[config.mk]
export PLATFORM = sky130hd
export DESIGN_NAME = dimproc_top
export DESIGN_NICKNAME = d
export VERILOG_FILES = /design/src/rtl/dimproc_pkg.sv /design/src/rtl/dim_filter.sv /design/src/rtl/dim_uart_detect.sv /design/src/rtl/dim_curve.sv /design/src/rtl/dim_off_ctrl.sv /design/src/rtl/dimproc_top.sv
export SDC_FILE = /design/constraint.sdc
export NUM_CORES = 1
export LEC_CHECK = 0
export BUFFER_PORTS_ARGS = -buffer_cell sky130_fd_sc_hd__buf_2
export CORE_MARGIN = 4
export CORE_UTILIZATION = 41
export CTS_BUF_LIST = sky130_fd_sc_hd__clkbuf_2
export DETAILED_ROUTE_END_ITERATION = 8
export GPL_TIMING_DRIVEN = 0
export PLACE_DENSITY = 0.57
export SLEW_MARGIN = 20
export SYNTH_ARGS = -nofsm -noshare
export SYNTH_HDL_FRONTEND = slang
export SYNTH_SLANG_ARGS = --single-unit
[constraint.sdc]
create_clock -name clk -period 184.4 [get_ports clk]
set_input_delay 36.88 -clock clk [delete_from_list [all_inputs] [get_ports clk]]
set_output_delay 36.88 -clock clk [all_outputs]
set_load 0.03 [all_outputs]
[src/rtl/dimproc_pkg.sv]
package dimproc_pkg;

    localparam int DEF_ADC_W      = 12;
    localparam int DEF_CUR_W      = 12;
    localparam int DEF_FILT_SHIFT = 4;
    localparam int DEF_HI_LEVEL   = 2818;
    localparam int DEF_UART_LEVEL = 3604;
    localparam int DEF_UART_RUN   = 4;

    typedef enum logic {
        CURVE_LIN  = 1'b0,
        CURVE_QUAD = 1'b1
    } curve_e;

    typedef enum logic {
        OUT_ON  = 1'b0,
        OUT_OFF = 1'b1
    } out_state_e;

    function automatic int clog2_min1(input int v);
        int r;
        r = 1;
        while ((1 << r) < v) r++;
        return r;
    endfunction

endpackage

[src/rtl/dim_filter.sv]
module dim_filter
    import dimproc_pkg::*;
#(
    parameter int ADC_W = DEF_ADC_W,
    parameter int SHIFT = DEF_FILT_SHIFT
) (
    input  logic             clk,
    input  logic             rst,
    input  logic             in_valid,
    input  logic [ADC_W-1:0] in_code,
    output logic [ADC_W-1:0] filt_q,
    output logic             primed_q
);
    localparam int ACC_W = ADC_W + SHIFT;

    logic [ACC_W-1:0] acc_q;
    logic [ACC_W:0]   acc_sum;

    always_comb begin
        acc_sum = {1'b0, acc_q} + {{(SHIFT+1){1'b0}}, in_code}
                - {{(SHIFT+1){1'b0}}, acc_q[ACC_W-1:SHIFT]};
    end

    always_ff @(posedge clk) begin
        if (rst) begin
            acc_q    <= '0;
            primed_q <= 1'b0;
        end else if (in_valid) begin
            primed_q <= 1'b1;
            if (!primed_q) acc_q <= {in_code, {SHIFT{1'b0}}};
            else           acc_q <= acc_sum[ACC_W-1:0];
        end
    end

    assign filt_q = acc_q[ACC_W-1:SHIFT];

    assert_first_load_R2: assert property (@(posedge clk) disable iff (rst)
        (in_valid && !primed_q) |=> (filt_q == $past(in_code)));

endmodule

[src/rtl/dim_uart_detect.sv]
module dim_uart_detect
    import dimproc_pkg::*;
#(
    parameter int ADC_W      = DEF_ADC_W,
    parameter int UART_LEVEL = DEF_UART_LEVEL,
    parameter int UART_RUN   = DEF_UART_RUN
) (
    input  logic             clk,
    input  logic             rst,
    input  logic             in_valid,
    input  logic [ADC_W-1:0] in_code,
    output logic             uart_q
);
    localparam int CNT_W = clog2_min1(UART_RUN);
    localparam logic [CNT_W-1:0] LAST = CNT_W'(UART_RUN - 1);
    localparam logic [ADC_W-1:0] THR  = ADC_W'(UART_LEVEL);

    logic [CNT_W-1:0] run_q;
    logic             high;

    assign high = (in_code > THR);

    always_ff @(posedge clk) begin
        if (rst) begin
            run_q  <= '0;
            uart_q <= 1'b0;
        end else if (in_valid) begin
            if (!high) begin
                run_q <= '0;
            end else if (run_q == LAST) begin
                uart_q <= 1'b1;
            end else begin
                run_q <= run_q + 1'b1;
            end
        end
    end

    assert_sticky_R11: assert property (@(posedge clk) disable iff (rst)
        uart_q |=> uart_q);

    assert_rise_cause_R10: assert property (@(posedge clk) disable iff (rst)
        $rose(uart_q) |-> $past(in_valid && (in_code > THR)));

endmodule

[src/rtl/dim_curve.sv]
module dim_curve
    import dimproc_pkg::*;
#(
    parameter int ADC_W    = DEF_ADC_W,
    parameter int CUR_W    = DEF_CUR_W,
    parameter int HI_LEVEL = DEF_HI_LEVEL
) (
    input  logic [ADC_W-1:0] level,
    input  logic [ADC_W-1:0] lo_level,
    input  logic [CUR_W-1:0] imin,
    input  logic [CUR_W-1:0] imax,
    input  curve_e           shape,
    output logic [CUR_W-1:0] target
);
    localparam int F  = ADC_W;
    localparam int W2 = 2 * ADC_W;
    localparam int PW = CUR_W + ADC_W;
    localparam logic [ADC_W-1:0] HI = ADC_W'(HI_LEVEL);

    logic [ADC_W-1:0] pos, span;
    logic [W2-1:0]    num, den, quo, sq;
    logic [ADC_W-1:0] nrm, nrm2, sel;
    logic [CUR_W-1:0] rng;
    logic [PW-1:0]    prod;

    always_comb begin
        pos  = level - lo_level;
        span = HI - lo_level;
        num  = {pos, {F{1'b0}}};
        den  = {{ADC_W{1'b0}}, span};
        quo  = (den == '0) ? '0 : (num / den);
        nrm  = quo[ADC_W-1:0];
        sq   = {{ADC_W{1'b0}}, nrm} * {{ADC_W{1'b0}}, nrm};
        nrm2 = sq[W2-1:F];
        sel  = (shape == CURVE_QUAD) ? nrm2 : nrm;
        rng  = imax - imin;
        prod = {{ADC_W{1'b0}}, rng} * {{CUR_W{1'b0}}, sel};
        if (level >= HI)
            target = imax;
        else if (level <= lo_level)
            target = imin;
        else
            target = imin + prod[PW-1:F];
    end

endmodule

[src/rtl/dim_off_ctrl.sv]
module dim_off_ctrl
    import dimproc_pkg::*;
#(
    parameter int ADC_W = DEF_ADC_W
) (
    input  logic             clk,
    input  logic             rst,
    input  logic             primed,
    input  logic             hold_on,
    input  logic             dto_en,
    input  logic [ADC_W-1:0] level,
    input  logic [ADC_W-1:0] off_level,
    input  logic [ADC_W-1:0] on_level,
    output out_state_e       state_d,
    output out_state_e       state_q
);
    always_comb begin
        state_d = OUT_ON;
        if (dto_en && primed && !hold_on) begin
            if (state_q == OUT_OFF)
                state_d = (level > on_level) ? OUT_ON : OUT_OFF;
            else
                state_d = (level < off_level) ? OUT_OFF : OUT_ON;
        end
    end

    always_ff @(posedge clk) begin
        if (rst) state_q <= OUT_ON;
        else     state_q <= state_d;
    end

    assert_off_cause_R7: assert property (@(posedge clk) disable iff (rst)
        (state_q == OUT_OFF && $past(state_q) == OUT_ON) |-> $past(level < off_level));

    assert_on_cause_R8: assert property (@(posedge clk) disable iff (rst)
        (state_q == OUT_ON && $past(state_q) == OUT_OFF && $past(dto_en && !hold_on))
            |-> $past(level > on_level));

    assert_disabled_R9: assert property (@(posedge clk) disable iff (rst)
        !dto_en |=> (state_q == OUT_ON));

endmodule

[src/rtl/dimproc_top.sv]
module dimproc_top
    import dimproc_pkg::*;
#(
    parameter int ADC_W      = DEF_ADC_W,
    parameter int CUR_W      = DEF_CUR_W,
    parameter int FILT_SHIFT = DEF_FILT_SHIFT,
    parameter int HI_LEVEL   = DEF_HI_LEVEL,
    parameter int UART_LEVEL = DEF_UART_LEVEL,
    parameter int UART_RUN   = DEF_UART_RUN
) (
    input  logic             clk,
    input  logic             rst,
    input  logic             smp_valid,
    input  logic [ADC_W-1:0] smp_code,
    input  logic [ADC_W-1:0] cfg_lo_level,
    input  logic [CUR_W-1:0] cfg_imin,
    input  logic [CUR_W-1:0] cfg_imax,
    input  logic             cfg_quad,
    input  logic             cfg_dto_en,
    input  logic [ADC_W-1:0] cfg_off_level,
    input  logic [ADC_W-1:0] cfg_on_level,
    output logic [CUR_W-1:0] target_o,
    output logic             off_o,
    output logic             uart_o
);
    logic [ADC_W-1:0] filt;
    logic             primed;
    logic             uart_q;
    logic [CUR_W-1:0] curve_tgt;
    out_state_e       st_d, st_q;
    curve_e           shape;

    assign shape = curve_e'(cfg_quad);

    dim_filter #(.ADC_W(ADC_W), .SHIFT(FILT_SHIFT)) u_filt (
        .clk(clk), .rst(rst), .in_valid(smp_valid), .in_code(smp_code),
        .filt_q(filt), .primed_q(primed)
    );

    dim_uart_detect #(.ADC_W(ADC_W), .UART_LEVEL(UART_LEVEL), .UART_RUN(UART_RUN)) u_uart (
        .clk(clk), .rst(rst), .in_valid(smp_valid), .in_code(smp_code), .uart_q(uart_q)
    );

    dim_curve #(.ADC_W(ADC_W), .CUR_W(CUR_W), .HI_LEVEL(HI_LEVEL)) u_curve (
        .level(filt), .lo_level(cfg_lo_level), .imin(cfg_imin), .imax(cfg_imax),
        .shape(shape), .target(curve_tgt)
    );

    dim_off_ctrl #(.ADC_W(ADC_W)) u_off (
        .clk(clk), .rst(rst), .primed(primed), .hold_on(uart_q), .dto_en(cfg_dto_en),
        .level(filt), .off_level(cfg_off_level), .on_level(cfg_on_level),
        .state_d(st_d), .state_q(st_q)
    );

    always_ff @(posedge clk) begin
        if (rst)
            target_o <= '0;
        else if (uart_q)
            target_o <= cfg_imax;
        else if (!primed || st_d == OUT_OFF)
            target_o <= '0;
        else
            target_o <= curve_tgt;
    end

    assign off_o  = (st_q == OUT_OFF);
    assign uart_o = uart_q;

    assert_off_zero_R7: assert property (@(posedge clk) disable iff (rst)
        off_o |-> (target_o == '0));

    assert_uart_full_R11: assert property (@(posedge clk) disable iff (rst)
        uart_o |=> (target_o == $past(cfg_imax) && !off_o));

    assert_idle_zero_R1: assert property (@(posedge clk) disable iff (rst)
        !primed |-> (target_o == '0));

endmodule

# After elaboration in Yosys (flattened, before gate mapping)
# Index checks and enable logic that the tools add are counted.
totals:
  regBits: 33
  out_inout_bits: 14
  word_cells: 44
op_classes:
  add_sub_neg: 7
  mul: 2
  n_div: 1
  order_cmp: 5
  eq_ne: 2
  muxes: 13
  n_reduce_logical: 8
ops:
  columns: ["op", "count"]
  rows:
  - ["two-way mux 12 bit", 6]
  - ["multiplier 12 x 12 -> 24 bit", 2]
  - ["divider 24 x 12 -> 24 bit", 1]
  - ["subtractor 12 bit", 2]
  - ["adder 16 x 12 -> 16 bit", 1]
  - ["two-way mux 16 bit", 1]
  - ["subtractor 16 x 12 -> 16 bit", 1]
  - ["adder 12 bit", 1]
  - [">= comparator 12 bit (second input constant)", 1]
  - ["> comparator 12 bit", 1]
  - ["> comparator 12 bit (second input constant)", 1]
  - ["<= comparator 12 bit", 1]
  - ["zero test 12 bit", 1]
  - ["< comparator 12 bit", 1]
  - ["subtractor 12 bit (first input constant)", 1]
  - ["two-way mux 1 bit", 4]
  - ["two-way mux 2 bit", 2]
  - ["AND reduction 3 bit", 1]
  - ["adder 2 x 1 -> 2 bit (second input constant)", 1]
  - ["equality test 2 bit (second input constant)", 1]
  - ["logical AND 1 bit", 2]
  - ["zero test 1 bit", 2]
  - ["inequality test 2 bit (second input constant)", 1]
  - ["AND reduction 2 bit", 1]
  - ["logical OR 1 bit", 1]

# Depth between registers and ports, before layout
depth:
  word_depth: 11
  ltp_mapped: 383

# By module
# From an unflattened synthesis, not the netlist that was laid out.
hier_totals:
  hier_cells: 3876
  hier_area_um2: 28952.8
modules_own_cells:
  columns: ["mod", "n_inst", "cells_per_inst", "area_per_inst_um2"]
  rows:
  - ["dim_curve", 1, 3458, 25582.0]
  - ["dim_filter", 1, 259, 1958.1]
  - ["dim_off_ctrl", 1, 87, 654.4]
  - ["dimproc_top", 1, 53, 563.0]
  - ["dim_uart_detect", 1, 19, 195.2]

# Worst setup path after synthesis
# OpenSTA, ideal clock, no wires.
synth_timing:
  path_type: "input -> register"
  startpoint: "in cfg_lo_level[0]"
  endpoint: "reg target_o[11]"
  arrival_ns: 107.304
  path_slack_ns: 76.975
  cell_stages: 361
  path_cell_list: "buf_2 > clkbuf_1 > inv_1 > clkbuf_1 > clkbuf_1 > ha_1 > inv_1 > and2_1 > a31oi_1 > a31oi_1 > ha_1 > o21a_1 > o21ai_0 > or2_2 > nand2_1 > o21ai_0 > ha_1 > o211ai_1 > (+325 left out) > o31a_1 > xnor2_1 > ha_1 > a21o_1 > a21oi_1 > o21bai_1 > a21oi_1 > o21bai_1 > a21oi_1 > o21bai_1 > a21oi_1 > o21bai_1 > a21oi_1 > xnor2_1 > and4_1 > a311oi_1 > a31o_1 > nand3_1"
synth_via:
  elab_chain_len: 11
  elab_cells_between_ends: 14
  classes_between: "add/sub (3); mul (2); div (1); order compare (1); mux (6); reduce/logical (1)"
synth_rtl:
  columns: ["element", "line", "source"]
  rows:
  - ["start, declared", "dimproc_top.sv:15", "input logic [ADC_W-1:0] cfg_lo_level,"]
  - ["subtractor 12 bit (on tied branches)", "dim_curve.sv:27, dim_curve.sv:28", null]
  - ["divider 24 x 12 -> 24 bit / zero test 12 bit (equally long branches)", "dim_curve.sv:31", "quo = (den == '0) ? '0 : (num / den);"]
  - ["two-way mux 12 bit", "dim_curve.sv:31", null]
  - ["multiplier 12 x 12 -> 24 bit", "dim_curve.sv:33", "sq = {{ADC_W{1'b0}}, nrm} * {{ADC_W{1'b0}}, nrm};"]
  - ["two-way mux 12 bit", "dim_curve.sv:35", "sel = (shape == CURVE_QUAD) ? nrm2 : nrm;"]
  - ["multiplier 12 x 12 -> 24 bit", "dim_curve.sv:37", "prod = {{ADC_W{1'b0}}, rng} * {{CUR_W{1'b0}}, sel};"]
  - ["adder 12 bit", "dim_curve.sv:43", "target = imin + prod[PW-1:F];"]
  - ["two-way mux 12 bit *", "dim_curve.sv:40", "else if (level <= lo_level)"]
  - ["two-way mux 12 bit *", "dim_curve.sv:38", "if (level >= HI)"]
  - ["two-way mux 12 bit *", "dimproc_top.sv:60", "else if (!primed || st_d == OUT_OFF)"]
  - ["two-way mux 12 bit *", "dimproc_top.sv:58", "else if (uart_q)"]
  - ["end signal, assigned", "dimproc_top.sv:59", "target_o <= cfg_imax;"]
  - ["end signal, assigned", "dimproc_top.sv:63", "target_o <= curve_tgt;"]
  - ["end, declared", "dimproc_top.sv:22", "output logic [CUR_W-1:0] target_o,"]
# Mark *: on every way between the ends. The rest lies on a longest branch, timed or not.
# A chain may end at the register's enable or synchronous reset.

# Worst setup path after layout
# Same ends and word-level chain as after synthesis.

==> results by stage <==
Run status:
- The flow ran to the end, and the final reports show no timing, DRC or antenna violations.

Global route:
- The initial antenna violation count was 1.
- The number of global-route vias before repair came to 25600.
- Across every metal layer, demand over resource in global routing totals 0.2197.
- Summed over all layers, the global routing overflow is 0.
- Entering global routing, the biggest net connects 25 pins.
- The first global-routing pass estimated 131.0 mm of wire.

Clocking:
- Gates resized during post-CTS repair numbered 0.
- The H-tree was split into 2 levels.
- Clock-pin slew was measured on the worst setup and hold paths at 0.24 ns.
- TritonCTS built the clock tree.
- The clock latency at the later pin of the worst-skew pair is 0.45 ns.
- The CTS buffer count is 5.
- Hold repair after CTS inserted 0 buffers.
- Buffers added to address setup during post-CTS repair amount to 0.
- Clock tree synthesis selected as its root buffer the cell clkbuf_2.
- The clock passes through at most 2 buffers.
- For this design, the sink count on the clock tree is 33.

Worst setup path:
- The data required time of the worst path is 184.70 ns.
- The type of the worst setup path is in -> reg.
- The kind of capture point of the worst setup path is a register.
- In this design, the largest share of critical-path delay is due to compound AO/OA/AOI/OAI gates.
- The cell type of the slowest stage on the worst timing path is a211oi_1.
- The worst register-to-register path ends at target_o[11]$_SDFF_PP0_.
- Across all register-to-register paths, the minimum setup slack is 97.55 ns.
- The maximum fanout count along the critical path is 24.
- In this design, the critical path's most frequently occurring cell is o21ai_0.
- The biggest cell delay along the critical path is 0.78 ns.
- The worst setup path is launched from an input port.
- The worst register-to-register path begins at u_filt.acc_q[8]$_SDFFE_PP0P_.
- STA puts the critical path data arrival time at 124.47 ns.
- Counting both buffers and inverters, the worst setup path holds a total of 50.
- The worst register-to-register path has a depth of 357.

STA:
- The number of endpoints with negative hold slack in the final report is 0.
- The count of final setup violators is 0.
- In the finished design, the share of the clock period the worst path needs comes to 0.6734.
- Static timing analysis puts the maximum clock frequency at 0.008054 GHz.
- At the pin with the least slew margin, the transition time is 1.149 ns.
- Adding up every negative setup slack in the final design gives 0 ns.
- Setup slack closes at 60.23 ns.
- The worst pin sits at a relative slew slack of 0.2331.
- The final critical path time including I/O delays and setup is 124.17 ns.
- The final worst clock skew is 0.04994 ns.
- The final-report max-slew violation count is 0.
- Setup repair after global routing left no endpoint under its margin.

Detailed routing:
- In the final routing, the length of wire on met1 measures 38.52 mm.
- The routed layout has 26320 vias.
- The final layout contains routed wiring with a total length of 78.86 mm.
- The iteration-0 DRC count of the detailed router is 1571.
- Before antenna repair, the detailed router went through 7 iterations.
- In the routed layout, each cell is associated on average with a via count of 5.581.
- The average wire per standard cell is 16.72 um.
- The met3 wire length is 2.972 mm.
- The amount of wire on met2 after detailed routing is 36.23 mm.
- After detailed routing, the number of remaining DRC violations is 0.
- After detailed routing, no signal wire sits above met4.
- The count of nets left with antenna violations once routing finished came out at 0.

Finish:
- Compared with the post-synthesis result, the final layout area differs by 6.484%.
- The post-layout instance area is 29240 um^2.
- The filler cells instantiated in the layout total 6956.
- Of the cells placed in the final design, the portion with a size suffix greater than 1 is 0.06803.
- The final cell utilization of the core is 0.4424.
- For this run, the post-layout net count is 4521.

Synthesis:
- Synthesis produced 3748 cells.
- The register bit count reported by yosys is 33.
- The flip-flop cell with the highest count after synthesis is dfxtp_1.
- Counting distinct cell types in the post-synthesis netlist gives 116.
- The cell area that synthesis handed to floorplanning was 27460 um^2.
- After synthesis, the most frequently instantiated cells are inv_1 (458), ha_1 (403), nor2_1 (336).
- The number of nets in the synthesized netlist is 4419.
- After synthesis, the cell types taking the most area are ha_1 (18%), fa_1 (14%), inv_1 (6.3%).
- The count of flip-flops with a built-in enable after synthesis is 0.
- The share of the Yosys chip area taken by registers is 0.02406.
- The Yosys step of the flow raised 0 warnings.
- Yosys instantiated no cell more often than inv_1.
- The share of synthesized registers carrying an async set or reset is 0.
- The average cell area after synthesis is 7.326 um^2.
- The biggest area contributor in the post-synthesis netlist is ha_1.
- The top cell type's share of synthesized area is 0.1836.

Die:
- The floorplan has 94 rows.
- After floorplanning, the core was sized to cover 66100 um^2.
- 91 I/O pins were placed.
- The die is 266.8 um wide.
- From bottom edge to top edge, the die measures 266.8 um.
- The initial standard-cell utilization of the core is 0.4154.
- The full die area is 71180 um^2.

Placed design:
- Before CTS, the worst setup slack after placement is 61.25 ns.
- Routability-driven placement finished with a final weighted congestion of 0.8769.
- The half-perimeter wire length after placement is 67.60 mm.
- The number of buffer cells added on primary ports is 84.
- The instance area after placement is 29140 um^2.

Job:
- The tool flagged a number of max-cap violations equal to 0.

Worst hold path:
- The worst hold path was traced through 2 stages.
- The min-delay analysis places its worst path in the category reg -> reg.
- The worst hold path begins at u_filt.acc_q[2]$_SDFFE_PP0P_.
- For hold timing, the worst endpoint is u_filt.acc_q[2]$_SDFFE_PP0P_.
metal layers:
| layer | vias up | track usage |
|---|---|---|
| met5 | - | 0 |
| met4 | 0 | 0.03598 |
| met3 | 75 | 0.009126 |
| met2 | 517 | 0.3741 |
| met1 | 12260 | 0.3152 |
| li1 | 13470 | - |
worst reg2reg max path: cells and delay by family, from the launching register on:
kind | cells | cell delay [ns]
AOI/OAI and AO/OA | 178 | 38.16
xor gates and xnor gates | 3 | 0.54
adders and majority gates | 38 | 14.33
buffers and inverters | 43 | 12.74
DFF | 1 | 0.61
muxes | 10 | 3.43
and+or+nand+nor | 85 | 16.89
worst max path at each step:
stage                    startpoint  slack, ns  depth (start not counted)                 endpoint
floorplan           cfg_lo_level[0]      76.97                        361  target_o[11]$_SDFF_PP0_
global placement    cfg_lo_level[0]      59.64                        360  target_o[11]$_SDFF_PP0_
detailed placement  cfg_lo_level[0]      61.25                        359  target_o[11]$_SDFF_PP0_
CTS                 cfg_lo_level[0]      61.22                        359  target_o[11]$_SDFF_PP0_
global route        cfg_lo_level[0]      52.74                        361  target_o[11]$_SDFF_PP0_
finish              cfg_lo_level[0]      60.23                        359  target_o[11]$_SDFF_PP0_
cells by family (layout without fill, tap and decap cells):
family,Yosys count,after routing,share of synthesized area
compound gates,1034,1034,0.2529
xor+xnor,216,216,0.06917
fa+ha+maj,594,594,0.3229
buf+inv,560,663,0.07792
flops,33,33,0.02406
mux,96,96,0.03805
other cells,0,1,0
simple gates,1215,1215,0.2151
registers in the layout, summed over array words and instances, names as in the netlist:
register and count:
u_filt.acc_q 16, u_off.state_q 1, target_o 12, u_uart.run_q 2
u_filt.primed_q 1, u_uart.uart_q 1
stage by stage:
stage / cells / hold slack [ns]
floorplan: 3748 / 0.4460
global route: 4716 / 0.5081
global placement: 4696 / 0.4586
detailed placement: 4707 / 0.4593
CTS: 4715 / 0.4854
finish: 4716 / 0.4886
cell type report:
class	instances	area (um^2)	share of cell area
Antenna cell	1	2.502	0.00008558
Buffer	100	415.4	0.01421
Clock buffer	5	25.02	0.0008558
Clock inverter	3	68.82	0.002354
Inverter	460	1727	0.05905
Multi-Input combinational cell	3155	24710	0.8451
Sequential cell	33	660.6	0.02259
Tap cell	864	1081	0.03697
Timing Repair Buffer	95	548.0	0.01874
layout by cell type, fill, tap and decap left out, types with 79 or more instances in the layout:
cell      count
inv_1       457
ha_1        403
nor2_1      336
nand2_1     323
a21oi_1     262
o21ai_0     191
fa_1        191
xnor2_1     145
a21o_1      118
nand3_1     105
buf_2        99
nand2b_1     79
Power is not shown: default switching activity piles up to over one toggle a cycle in this logic, so the estimate is an artifact.
